## src/rtl/uart_regfront_pkg.sv

```systemverilog
// Shared word indexes and bit positions for the UART register front end.
package uart_regfront_pkg;
    localparam int NUM_REGS = 10;

    typedef enum logic [3:0] {
        RG_DATA  = 4'd0,
        RG_LSR   = 4'd1,
        RG_MSR   = 4'd2,
        RG_LCR   = 4'd3,
        RG_MCR   = 4'd4,
        RG_DIVL  = 4'd5,
        RG_DIVH  = 4'd6,
        RG_ISC   = 4'd7,
        RG_TXRES = 4'd8,
        RG_RXRES = 4'd9
    } reg_idx_e;

    // interrupt source slots inside the enable and status nibbles
    localparam int SRC_TX = 0;
    localparam int SRC_RX = 1;
    localparam int NUM_SRC = 2;
endpackage

```

## src/rtl/uart_regfront_decode.sv

```systemverilog
// Address decoder: turns one bus access into one-hot read and write hits.
// Assumes word-aligned addresses; the two low address bits are ignored.
module uart_regfront_decode #(
    parameter int ADDR_W   = 6,
    parameter int NUM_REGS = 10
) (
    input  logic                bus_sel,
    input  logic                bus_wr,
    input  logic [ADDR_W-1:0]   bus_addr,
    output logic [NUM_REGS-1:0] wr_hit,
    output logic [NUM_REGS-1:0] rd_hit
);
    localparam int IDX_W = ADDR_W - 2;

    logic [IDX_W-1:0] idx;
    assign idx = bus_addr[ADDR_W-1:2];

    genvar g;
    generate
        for (g = 0; g < NUM_REGS; g++) begin : g_hit
            // one comparator per mapped word
            assign wr_hit[g] = bus_sel &  bus_wr & (idx == IDX_W'(g));
            assign rd_hit[g] = bus_sel & ~bus_wr & (idx == IDX_W'(g));
        end
    endgenerate
endmodule

```

## src/rtl/uart_regfront_cfg.sv

```systemverilog
// Configuration storage: line control, modem control and divisor words.
// Assumes write strobes are one-hot; each register keeps only its own width.
module uart_regfront_cfg #(
    parameter int LCR_W  = 6,
    parameter int MCR_W  = 5,
    parameter int DIVL_W = 16,
    parameter int DIVH_W = 8
) (
    input  logic              clk,
    input  logic              rst_n,
    input  logic              wr_lcr,
    input  logic              wr_mcr,
    input  logic              wr_divl,
    input  logic              wr_divh,
    input  logic [DIVL_W-1:0] wdata,
    output logic [LCR_W-1:0]  lcr_q,
    output logic [MCR_W-1:0]  mcr_q,
    output logic [DIVL_W-1:0] divl_q,
    output logic [DIVH_W-1:0] divh_q
);
    // line control register
    always_ff @(posedge clk) begin
        if (!rst_n)      lcr_q <= '0;
        else if (wr_lcr) lcr_q <= wdata[LCR_W-1:0];
    end

    // modem control register
    always_ff @(posedge clk) begin
        if (!rst_n)      mcr_q <= '0;
        else if (wr_mcr) mcr_q <= wdata[MCR_W-1:0];
    end

    // divisor low word, including the fractional nibble
    always_ff @(posedge clk) begin
        if (!rst_n)       divl_q <= '0;
        else if (wr_divl) divl_q <= wdata;
    end

    // divisor high byte
    always_ff @(posedge clk) begin
        if (!rst_n)       divh_q <= '0;
        else if (wr_divh) divh_q <= wdata[DIVH_W-1:0];
    end
endmodule

```

## src/rtl/uart_regfront_irq.sv

```systemverilog
// Interrupt word: host-written enables in the upper nibble and sticky
// status in the lower nibble that clears on read.
// Assumes a read and a write of this word never occur in the same cycle.
module uart_regfront_irq
    import uart_regfront_pkg::*;
#(
    parameter int NIB_W = 4
) (
    input  logic             clk,
    input  logic             rst_n,
    input  logic             wr_isc,
    input  logic             rd_isc,
    input  logic [NIB_W-1:0] wr_en,
    input  logic             rx_avail,
    input  logic             tx_space,
    output logic [NIB_W-1:0] en_q,
    output logic [NIB_W-1:0] st_q,
    output logic             irq
);
    logic [NUM_SRC-1:0] cond;
    logic [NUM_SRC-1:0] fire;

    assign cond[SRC_TX] = tx_space;
    assign cond[SRC_RX] = rx_avail;

    // enable nibble: only a write to this word changes it
    always_ff @(posedge clk) begin
        if (!rst_n)      en_q <= '0;
        else if (wr_isc) en_q <= wr_en;
    end

    genvar s;
    generate
        for (s = 0; s < NUM_SRC; s++) begin : g_src
            // sticky status: a read clears it and wins over a new set
            always_ff @(posedge clk) begin
                if (!rst_n)                st_q[s] <= 1'b0;
                else if (rd_isc)           st_q[s] <= 1'b0;
                else if (cond[s] & en_q[s]) st_q[s] <= 1'b1;
            end
            assign fire[s] = st_q[s] & en_q[s];
        end
        for (s = NUM_SRC; s < NIB_W; s++) begin : g_spare
            assign st_q[s] = 1'b0;
        end
    endgenerate

    assign irq = |fire;
endmodule

```

## src/rtl/uart_regfront.sv

```systemverilog
// UART register front end top: decodes word accesses, muxes read data into a
// register, drives FIFO strobes and exposes line, modem and divisor settings.
// Assumes external FIFOs accept push or pop in the cycle the strobe is high.
module uart_regfront
    import uart_regfront_pkg::*;
#(
    parameter int ADDR_W = 6,
    parameter int DATA_W = 32,
    parameter int CHAR_W = 8,
    parameter int DIVL_W = 16,
    parameter int DIVH_W = 8,
    parameter int MSR_W  = 4
) (
    input  logic              clk,
    input  logic              rst_n,
    input  logic              bus_sel,
    input  logic              bus_wr,
    input  logic [ADDR_W-1:0] bus_addr,
    input  logic [DATA_W-1:0] bus_wdata,
    output logic [DATA_W-1:0] bus_rdata,
    input  logic              tx_full,
    input  logic              tx_empty,
    input  logic              tx_idle,
    output logic              tx_push,
    output logic [CHAR_W-1:0] tx_byte,
    input  logic              rx_empty,
    input  logic [CHAR_W-1:0] rx_byte,
    input  logic              rx_par_err,
    input  logic              rx_ovr_err,
    input  logic              rx_frm_err,
    input  logic              rx_brk,
    output logic              rx_pop,
    output logic              rx_flush,
    input  logic [MSR_W-1:0]  modem_status,
    output logic [1:0]        word_len,
    output logic              two_stop,
    output logic              par_en,
    output logic              par_even,
    output logic              tx_break,
    output logic              dtr,
    output logic              rts,
    output logic              dcd,
    output logic              ri,
    output logic              loopback,
    output logic [DIVL_W-1:0] div_lo,
    output logic [DIVH_W-1:0] div_hi,
    output logic              irq
);
    localparam int IDX_W = ADDR_W - 2;
    localparam int LCR_W = 6;
    localparam int MCR_W = 5;
    localparam int NIB_W = 4;
    localparam int LSR_W = 7;

    logic [NUM_REGS-1:0] wr_hit;
    logic [NUM_REGS-1:0] rd_hit;
    logic [LCR_W-1:0]    lcr_q;
    logic [MCR_W-1:0]    mcr_q;
    logic [NIB_W-1:0]    isc_en;
    logic [NIB_W-1:0]    isc_st;
    logic [LSR_W-1:0]    lsr;
    logic [DATA_W-1:0]   rd_mux;
    logic [DATA_W-1:0]   rdata_q;
    logic [IDX_W-1:0]    idx;
    logic                unused_bits;

    assign idx = bus_addr[ADDR_W-1:2];
    assign unused_bits = ^{bus_addr[1:0], bus_wdata[DATA_W-1:DIVL_W]};

    uart_regfront_decode #(
        .ADDR_W   (ADDR_W),
        .NUM_REGS (NUM_REGS)
    ) u_dec (
        .bus_sel  (bus_sel),
        .bus_wr   (bus_wr),
        .bus_addr (bus_addr),
        .wr_hit   (wr_hit),
        .rd_hit   (rd_hit)
    );

    uart_regfront_cfg #(
        .LCR_W  (LCR_W),
        .MCR_W  (MCR_W),
        .DIVL_W (DIVL_W),
        .DIVH_W (DIVH_W)
    ) u_cfg (
        .clk     (clk),
        .rst_n   (rst_n),
        .wr_lcr  (wr_hit[RG_LCR]),
        .wr_mcr  (wr_hit[RG_MCR]),
        .wr_divl (wr_hit[RG_DIVL]),
        .wr_divh (wr_hit[RG_DIVH]),
        .wdata   (bus_wdata[DIVL_W-1:0]),
        .lcr_q   (lcr_q),
        .mcr_q   (mcr_q),
        .divl_q  (div_lo),
        .divh_q  (div_hi)
    );

    uart_regfront_irq #(
        .NIB_W (NIB_W)
    ) u_irq (
        .clk      (clk),
        .rst_n    (rst_n),
        .wr_isc   (wr_hit[RG_ISC]),
        .rd_isc   (rd_hit[RG_ISC]),
        .wr_en    (bus_wdata[2*NIB_W-1:NIB_W]),
        .rx_avail (~rx_empty),
        .tx_space (~tx_full),
        .en_q     (isc_en),
        .st_q     (isc_st),
        .irq      (irq)
    );

    // FIFO strobes, gated by occupancy so the FIFOs never over- or underflow
    assign tx_push  = wr_hit[RG_DATA] & ~tx_full;
    assign tx_byte  = bus_wdata[CHAR_W-1:0];
    assign rx_pop   = rd_hit[RG_DATA] & ~rx_empty;
    assign rx_flush = wr_hit[RG_RXRES];

    // line control and modem control fields to the serial engine
    assign word_len = lcr_q[1:0];
    assign two_stop = lcr_q[2];
    assign par_en   = lcr_q[3];
    assign par_even = lcr_q[4];
    assign tx_break = lcr_q[5];
    assign dtr      = mcr_q[0];
    assign rts      = mcr_q[1];
    assign dcd      = mcr_q[2];
    assign ri       = mcr_q[3];
    assign loopback = mcr_q[4];

    // line status assembled from FIFO and receiver flags
    assign lsr = {tx_empty & tx_idle, rx_brk, rx_frm_err, rx_ovr_err,
                  rx_par_err, ~rx_empty, ~tx_full};

    // read data selection by word index
    always_comb begin
        rd_mux = '0;
        case (idx)
            IDX_W'(RG_DATA): rd_mux = rx_empty ? '0 : DATA_W'(rx_byte);
            IDX_W'(RG_LSR):  rd_mux = DATA_W'(lsr);
            IDX_W'(RG_MSR):  rd_mux = DATA_W'(modem_status);
            IDX_W'(RG_LCR):  rd_mux = DATA_W'(lcr_q);
            IDX_W'(RG_MCR):  rd_mux = DATA_W'(mcr_q);
            IDX_W'(RG_DIVL): rd_mux = DATA_W'(div_lo);
            IDX_W'(RG_DIVH): rd_mux = DATA_W'(div_hi);
            IDX_W'(RG_ISC):  rd_mux = DATA_W'({isc_en, isc_st});
            default:         rd_mux = '0;
        endcase
    end

    // read data register, loaded on every read access
    always_ff @(posedge clk) begin
        if (!rst_n)                 rdata_q <= '0;
        else if (bus_sel & ~bus_wr) rdata_q <= rd_mux;
    end

    assign bus_rdata = rdata_q;
endmodule

```

## config.mk

```make
export PLATFORM = sky130hd
export DESIGN_NAME = uart_regfront
export DESIGN_NICKNAME = d
export VERILOG_FILES = /design/src/rtl/uart_regfront_pkg.sv /design/src/rtl/uart_regfront_decode.sv /design/src/rtl/uart_regfront_cfg.sv /design/src/rtl/uart_regfront_irq.sv /design/src/rtl/uart_regfront.sv
export SDC_FILE = /design/constraint.sdc
export NUM_CORES = 1
export LEC_CHECK = 0
export CORE_MARGIN = 10
export CORE_UTILIZATION = 42
export DETAILED_ROUTE_END_ITERATION = 16
export GPL_TIMING_DRIVEN = 0
export PLACE_DENSITY = 0.83
export SLEW_MARGIN = 30
export SYNTH_ARGS = -nofsm -noshare
export SYNTH_HDL_FRONTEND = slang
export SYNTH_HIERARCHICAL = 1
export SYNTH_SLANG_ARGS = --single-unit
```

## constraint.sdc

```tcl
create_clock -name clk -period 2.1 [get_ports clk]
set_clock_uncertainty 0.1 [all_clocks]
set_input_delay 0.525 -clock clk [delete_from_list [all_inputs] [get_ports clk]]
set_output_delay 0.525 -clock clk [all_outputs]
set_load 0.01 [all_outputs]
```

# == Yosys cells after proc, flatten, opt, wreduce, memory -nomap -nowiden ==
# Cells that the tools add are included.
# word_totals
elab_cells,43
output_inout_bits,79
regBits,73
# classes
eq_ne,8
reduce_logical,3
muxes,2
bitwise_logic,22
# ops
operator,n
case mux 16 bit (8 select lines),1
AND 1 bit,18
"== test 4 x 3 -> 1 bit, second input constant",4
"== test 4 x 2 -> 1 bit, second input constant",2
2-to-1 mux 8 bit,1
"== test 4 x 1 -> 1 bit, second input constant",1
"== test 4 bit, second input constant",1
logical NOT 4 bit,1
NOT 1 bit,4
OR reduction 2 bit,2

# == Logic depth before layout (Yosys ltp) ==
# Gate-level depths: netlist of the first run.
# logic_depth
ltp_word,4
mapped_depth,7
depth_no_buf,4

# == By module ==
# Netlist of the first run, hierarchy kept.
# modules_own_cells
module,instances,area_per_inst_um2,cells_per_inst
uart_regfront_cfg,1,1330.0,113
uart_regfront,1,1291.2,156
uart_regfront_irq,1,247.7,24
uart_regfront_decode,1,198.9,33

# == Worst setup path after synthesis of the first run ==
# No wires, ideal clock.
# synth_path
path_kind,input to output
startpoint,input bus_wr
endpoint,output rx_pop
required_ps,1475
slack_ps,86
arrival_time_ps,1389
path_buffers,0
cell_stages,3
path_cell_list,or4b_4 > nor3_2 > nor2b_1
# synth_via
elab_chain_len,4
# synth_lines
item,line_no,text
"start, declared",uart_regfront.sv:17,"input logic bus_wr,"
NOT 1 bit,uart_regfront_decode.sv:23,assign rd_hit[g] = bus_sel & ~bus_wr & (idx == IDX_W'(g));
AND 1 bit (2 in a row),uart_regfront_decode.sv:23,
net rd_hit[0],uart_regfront.sv:56,logic [NUM_REGS-1:0] rd_hit;
AND 1 bit,uart_regfront.sv:118,assign rx_pop = rd_hit[RG_DATA] & ~rx_empty;
"end, declared",uart_regfront.sv:32,"output logic rx_pop,"
# The timed path passes the listed nets, and every way through them passes these cells.

# == Final worst setup path of the first run ==
# layout_path
startpoint,input bus_addr[4]
endpoint,output rx_pop
# layout_via
elab_chain_len,3
# layout_lines
item,line_no,text
"start, declared",uart_regfront.sv:18,"input logic [ADDR_W-1:0] bus_addr,"
logical NOT 4 bit,uart_regfront_decode.sv:23,
AND 1 bit,uart_regfront_decode.sv:23,
net rd_hit[0],uart_regfront.sv:56,
AND 1 bit,uart_regfront.sv:118,
# The timed path passes the listed nets, and every way through them passes these cells.

==> results of run 1 <==
==> flip-flops by register name, summed over array words and instances, names as in the netlist <==
name	count
bus_rdata	16
u_cfg/divl_q	16
u_cfg/divh_q	8
u_cfg/lcr_q	6
u_cfg/mcr_q	5
u_irq/en_q	4
u_irq/st_q	2
==> cell type report <==
class / count / area (um2) / area share
flip-flops and latches: 57 / 1140 / 0.256
multi-input cells: 220 / 1570 / 0.350
inverters: 5 / 18.8 / 0.00420
plain buffers: 47 / 349 / 0.0782
repair buffers: 108 / 1060 / 0.237
well taps: 96 / 120 / 0.0269
clock inverters: 6 / 82.6 / 0.0185
clock buffers: 10 / 128 / 0.0286
==> timing repair <==
item | CTS | global route
cloned | 0 | 0
resized for setup | 50 | 13
hold endpoints to repair | 0 | 0
buffers inserted | 1 | 1
pin swaps | 2 | 2
setup endpoints to repair | 42 | 8
==> worst min-delay path: cells and delay by family (launching register included) <==
family	cells	cell delay, ps
DFF	1	310
and+or+nand+nor	1	50
AOI/OAI and AO/OA	1	50
==> power by group <==
group          internal, mW  switching, mW
Sequential             1.09        0.00612
Combinational         0.185          0.147
Clock                 0.662          0.460
Total                  1.93          0.613
==> metal layers <==
metal / track usage / share of wire
met3: 0.0534 / 0.076
met2: 0.299 / 0.49
met4: 0.0824 / 0.031
met5: 0 / 0
met1: 0.196 / 0.40
==> worst min-delay path by stage <==
stage / to / startpoint / slack (ps) / cells after the start
4_1_cts: bus_rdata[1]$_SDFFE_PN0P_ / bus_rdata[1]$_SDFFE_PN0P_ / 360 / 2
5_1_grt: bus_rdata[1]$_SDFFE_PN0P_ / bus_rdata[1]$_SDFFE_PN0P_ / 370 / 2
6_report: bus_rdata[1]$_SDFFE_PN0P_ / bus_rdata[1]$_SDFFE_PN0P_ / 360 / 2
2_1_floorplan: u_irq/st_q[1]$_SDFFE_PP0P_ / u_irq/st_q[1]$_SDFFE_PP0P_ / 360 / 2
3_3_place_gp: bus_rdata[3]$_SDFFE_PN0P_ / bus_rdata[3]$_SDFFE_PN0P_ / 340 / 2
3_5_place_dp: bus_rdata[1]$_SDFFE_PN0P_ / bus_rdata[1]$_SDFFE_PN0P_ / 350 / 2
==> stage by stage <==
step / instances / utilization
2_1_floorplan: 329 / -
3_3_place_gp: 531 / 0.618
3_5_place_dp: 531 / 0.618
4_1_cts: 548 / 0.647
5_1_grt: 549 / 0.650
6_report: 549 / 0.650
==> metrics.md, run 1 <==
| Metric | Value |
|---|---|
| Status | `complete, but fails checks` |
| Failing checks | `negative setup slack` |
| Ant. Diodes | `0` |
| IO Count | `141` |
| Area growth syn-to-layout | `48.6%` |
| Fin nets | `510` |
| Row count | `30` |
| Worst VDD drop | `308 uV` |
| Reg2reg path depth | `4` |
| Crit path cell chain | `buf_8 -> or4b_4 -> nor3_2 -> nor2b_1 -> buf_2` |
| H-tree depth | `3` |
| Design Area, Final | `4470 um2` |
| Max cap viols | `0` |
| Detailed Place HPWL | `7700 um` |
| Critical path startpoint | `bus_addr[4]` |
| Overall die area | `10900 um2` |
| Largest net degree at the start of global routing | `18` |
| DR DRC count | `0` |
| Final total power | `2.55 mW` |
| Fin crit period | `2190 ps` |
| Wirelength per Cell | `18.0 um` |
| Synth Instances | `313` |
| Initial Util | `0.438` |
| Final hold slack | `355 ps` |
| Worst skew pair latency | `340 ps` |
| YS warnings | `6` |
| Clk sinks | `57` |
| CTS Hold Bufs | `0` |
| Measured slew at the worst slew-check pin | `464 ps` |
| CP Max Fanout | `2` |
| Post-Syn Area | `3010 um2` |
| RSZ-0062 raised after global routing | `yes` |
| Detailed Route Iter0 Violations | `136` |
| Layout cells sized above 1 | `0.174` |
| CORE AREA | `6870 um2` |
| All-Layer GR Usage | `0.175` |
| Post-Route Setup TNS | `-86.6 ps` |
| Clock transition at path regs | `70 ps` |
| Die H | `105 um` |
| WL final | `9860 um` |
| Syn Area/Cell | `9.60 um2` |
| Final hold violations | `0` |
| Dpl ws | `-1080 ps` |
| Crit. End Element | `output pin` |
| Clk root buf | `clkbuf_8` |
| CTS tree | `built` |
| Initial antenna violation count | `0` |
| Top delay family on crit path | `simple AND/OR/NAND/NOR gates` |
| Vias in the first global route | `2889` |
| Setup violations, final | `1` |
| Data required, critical path | `1470 ps` |
| Buf+Inv Stages, Crit Path | `2` |
| Stages on worst setup path | `5` |
| Most frequent cells in the layout | `clkdlybuf4s50_1, dfxtp_1, mux2i_1, nor2b_1, buf_4` |
| Worst EP arrival | `1560 ps` |
| Final Max Slew Viols | `0` |
| Buffers on Ports | `106` |
| Antenna-violating nets left | `0` |
| Total power divided by cell area | `570 nW/um2` |
| Vias post-DR | `2741` |
| Crit share post-route | `1.04` |
| CP max stage cell | `or4b_4` |
| CTS buffer count | `9` |
| Reg2reg start | `u_cfg/divl_q[3]$_SDFFE_PN0P_` |
| CP max stage delay | `520 ps` |
| Max Fclk | `457 MHz` |
| Placed cell area | `4250 um2` |
| Most common cell after layout, fill and taps aside | `clkdlybuf4s50_1` |
| DRT Pass-1 Iters | `5` |
| FF-to-FF End | `bus_rdata[3]$_SDFFE_PN0P_` |
| Final setup margin | `-86.6 ps` |
| Kind of critical path | `in -> out` |
| R2R Setup Slk | `690 ps` |
| Setup crit end | `rx_pop` |
| Startpoint types | `primary input` |
| Routability congestion estimate | `0.871` |
| Slew HR | `0.682` |
| Static leakage power | `1.62 nW` |
| Global-route wire length before repair | `15500 um` |
| Clock Tree Buf Depth | `2` |
| Fill cells | `556` |
| HP Class | `reg -> reg` |
| GRT overflow | `0` |
| Chip Width | `105 um` |
| Vias per cell | `4.99` |
No activity file was read; power rests on OpenSTA's default activity.
==> run 2: changes to the inputs <==
- CORE_UTILIZATION: 42 -> 43
- CTS_BUF_LIST: not set -> sky130_fd_sc_hd__clkbuf_4
- PLACE_DENSITY: 0.83 -> 0.85
==> metrics.md, run 2 (synthesis results as in run 1) <==
| Metric | Value |
|---|---|
| Final Max Slew Viols | `0 (unchanged)` |
| Routability congestion estimate | `0.881 (was 0.871)` |
| Final total power | `2.03 mW (was 2.55 mW)` |
| Final setup margin | `-78.5 ps (was -86.6 ps)` |
| Area growth syn-to-layout | `45.0% (was 48.6%)` |
| RSZ-0062 raised after global routing | `yes (unchanged)` |
| Antenna-violating nets left | `0 (unchanged)` |
| CTS tree | `built (unchanged)` |
| Clk root buf | `clkbuf_4 (was clkbuf_8)` |
| Fin util | `0.641 (was 0.650)` |
| Most frequent cells in the layout | `clkdlybuf4s50_1, dfxtp_1, mux2i_1, nor2b_1, buf_4 (unchanged)` |
| Wirelength per Cell | `17.3 um (was 18.0 um)` |
| Status | `complete, but fails checks (unchanged)` |
| Measured slew at the worst slew-check pin | `514 ps (was 464 ps)` |
| Clock transition at path regs | `80 ps (was 70 ps)` |
| Slew HR | `0.656 (was 0.682)` |
| Vias in the first global route | `2784 (was 2889)` |
| Crit share post-route | `1.04 (about the same)` |
| Clock Tree Buf Depth | `2 (unchanged)` |
| DR DRC count | `0 (unchanged)` |
| Setup violations, final | `1 (unchanged)` |
| Int Pwr | `1.49 mW (was 1.93 mW)` |
| Global-route wire length before repair | `15000 um (was 15500 um)` |
| Sequential power share | `0.538 (was 0.430)` |
| Static leakage power | `1.60 nW (was 1.62 nW)` |
| Initial Util | `0.442 (was 0.438)` |
| Detailed Route Iter0 Violations | `168 (was 136)` |
| FF-to-FF End | `bus_rdata[3]$_SDFFE_PN0P_ (unchanged)` |
| Buf+Inv Stages, Crit Path | `2 (unchanged)` |
| Max cap viols | `0 (unchanged)` |
| Worst VDD drop | `375 uV (was 308 uV)` |
| Buffers on Ports | `106 (unchanged)` |
| Layout cells sized above 1 | `0.181 (was 0.174)` |
| Switching share of power | `0.266 (was 0.241)` |
| Initial antenna violation count | `0 (unchanged)` |
| CORE AREA | `6790 um2 (was 6870 um2)` |
| Final hold slack | `351 ps (was 355 ps)` |
| Detailed Place HPWL | `7470 um (was 7700 um)` |
| Fin crit period | `2180 ps (was 2190 ps)` |
| Ant. Diodes | `0 (unchanged)` |
| R2R Setup Slk | `640 ps (was 690 ps)` |
| Final hold violations | `0 (unchanged)` |
| Die H | `104 um (was 105 um)` |
| Failing checks | `negative setup slack (unchanged)` |
| Crit path cell chain | `buf_8 -> or4b_4 -> nor3_2 -> nor2b_1 -> buf_2 (unchanged)` |
| Placed cell area | `4250 um2 (unchanged)` |
| IO Count | `141 (unchanged)` |
| Most common cell after layout, fill and taps aside | `clkdlybuf4s50_1 (unchanged)` |
| Stages on worst setup path | `5 (unchanged)` |
| Fin nets | `512 (was 510)` |
| H-tree depth | `3 (unchanged)` |
| Row count | `30 (unchanged)` |
| Reg2reg start | `u_cfg/lcr_q[3]$_SDFFE_PN0P_ (was u_cfg/divl_q[3]$_SDFFE_PN0P_)` |
| Fill cells | `570 (was 556)` |
| Design Area, Final | `4360 um2 (was 4470 um2)` |
| Setup crit end | `rx_pop (unchanged)` |
| Chip Width | `104 um (was 105 um)` |
| Data required, critical path | `1470 ps (about the same)` |
| Largest net degree at the start of global routing | `18 (unchanged)` |
| GRT overflow | `0 (unchanged)` |
| Kind of critical path | `in -> out (unchanged)` |
| CP Max Fanout | `3 (was 2)` |
| Worst EP arrival | `1550 ps (was 1560 ps)` |
| Worst skew pair latency | `400 ps (was 340 ps)` |
| Max Fclk | `459 MHz (was 457 MHz)` |
| Clk sinks | `57 (unchanged)` |
| CTS buffer count | `9 (unchanged)` |
| WL final | `9490 um (was 9860 um)` |
| Vias post-DR | `2696 (was 2741)` |
| Psw | `541 uW (was 613 uW)` |
| Top delay family on crit path | `simple AND/OR/NAND/NOR gates (unchanged)` |
| Overall die area | `10700 um2 (was 10900 um2)` |
| DRT Pass-1 Iters | `4 (was 5)` |
| Crit. End Element | `output pin (unchanged)` |
| HP Class | `reg -> reg (unchanged)` |
| Clk pwr share | `0.298 (was 0.440)` |
| Critical path startpoint | `bus_addr[4] (unchanged)` |
| Total power divided by cell area | `466 nW/um2 (was 570 nW/um2)` |
| CP max stage delay | `520 ps (about the same)` |
| Vias per cell | `4.90 (was 4.99)` |
| Logic pwr share | `0.164 (was 0.130)` |
| Dpl ws | `-1070 ps (was -1080 ps)` |
| All-Layer GR Usage | `0.170 (was 0.175)` |
| Startpoint types | `primary input (unchanged)` |
| Reg2reg path depth | `4 (unchanged)` |
| CP max stage cell | `or4b_4 (unchanged)` |
## run 2: changes by cell type in the layout (fill, tap and decap cells not counted), sizes merged
cell,before,now
buf,47,48
bufinv,2,0
clkbuf,20,23
clkdlybuf4s15,8,4
clkdlybuf4s50,88,87
clkinv,3,6
clkinvlp,1,0
dlygate4sd2,2,3
dlymetal6s2s,0,1
## run 2: repair_timing
action                                  in CTS  in global routing
endpoints found under the hold margin        0                  0
hold buffers                                 0                  0
pin swaps                                    1                  2
buffers inserted                             3                  1
endpoints found under the setup margin      41                 10
gates resized for setup                     43                 25
## run 2: power groups by stage
stage          combinational, mW  clock, mW  sequential [mW]
6_report                   0.333      0.606             1.09
5_1_grt                    0.358      0.664             1.09
4_1_cts                    0.326      0.604             1.09
3_5_place_dp               0.327          0             1.12
3_3_place_gp               0.323          0             1.12
2_1_floorplan              0.163          0             1.12
## run 2: through the flow
step	TNS, ps	instances
after global placement	-23810	531
final	-78.5	550
after floorplan	0	329
after detailed placement	-25610	531
after CTS	-313	549
after global routing	-151	550
## run 2: final cells by class
type / count / area, um2 / share of cell area
clock buffer: 9 / 67.6 / 0.0155
tap: 96 / 120 / 0.0276
inverter: 5 / 18.8 / 0.00431
multi-input combinational: 220 / 1570 / 0.361
clock inverter: 6 / 26.3 / 0.00603
sequential: 57 / 1140 / 0.262
timing repair buffer: 110 / 1060 / 0.243
buffer: 47 / 349 / 0.0801
## run 2: metal layers
layer | GRT usage | wire length, um | vias up
met5 | 0 | 0 | -
met4 | 0.0474 | 119 | 0
met3 | 0.0601 | 774 | 12
met2 | 0.290 | 4710 | 105
met1 | 0.196 | 3890 | 1252
li1 | - | - | 1327
## run 2: tightest hold or removal path, stage by stage, from the launching register on
cell	delay (ps)
dfxtp_1	310
nand2_1	50
o21ai_1	50
## run 2: worst min path at each step
stage | start | cells past startpoint | slack (ps) | end
final | bus_rdata[0]$_SDFFE_PN0P_ | 2 | 350 | bus_rdata[0]$_SDFFE_PN0P_
after CTS | bus_rdata[0]$_SDFFE_PN0P_ | 2 | 350 | bus_rdata[0]$_SDFFE_PN0P_
after floorplan | u_irq/st_q[1]$_SDFFE_PP0P_ | 2 | 360 | u_irq/st_q[1]$_SDFFE_PP0P_
after global placement | bus_rdata[7]$_SDFFE_PN0P_ | 2 | 340 | bus_rdata[7]$_SDFFE_PN0P_
after detailed placement | bus_rdata[0]$_SDFFE_PN0P_ | 2 | 340 | bus_rdata[0]$_SDFFE_PN0P_
after global routing | bus_wdata[0] | 3 | 370 | u_cfg/divl_q[0]$_SDFFE_PN0P_
==> run 3: changes to the inputs <==
- SKIP_LAST_GASP: not set -> 1
==> results of run 3 <==
Same layout as run 2: the final DEF is identical, and so are final timing and power.
Main changes from that run: number of gates resized after CTS 43 -> 41; wire length of the first global-routing pass 15000 um -> 14900 um; via count of the first global-routing pass 2784 -> 2781
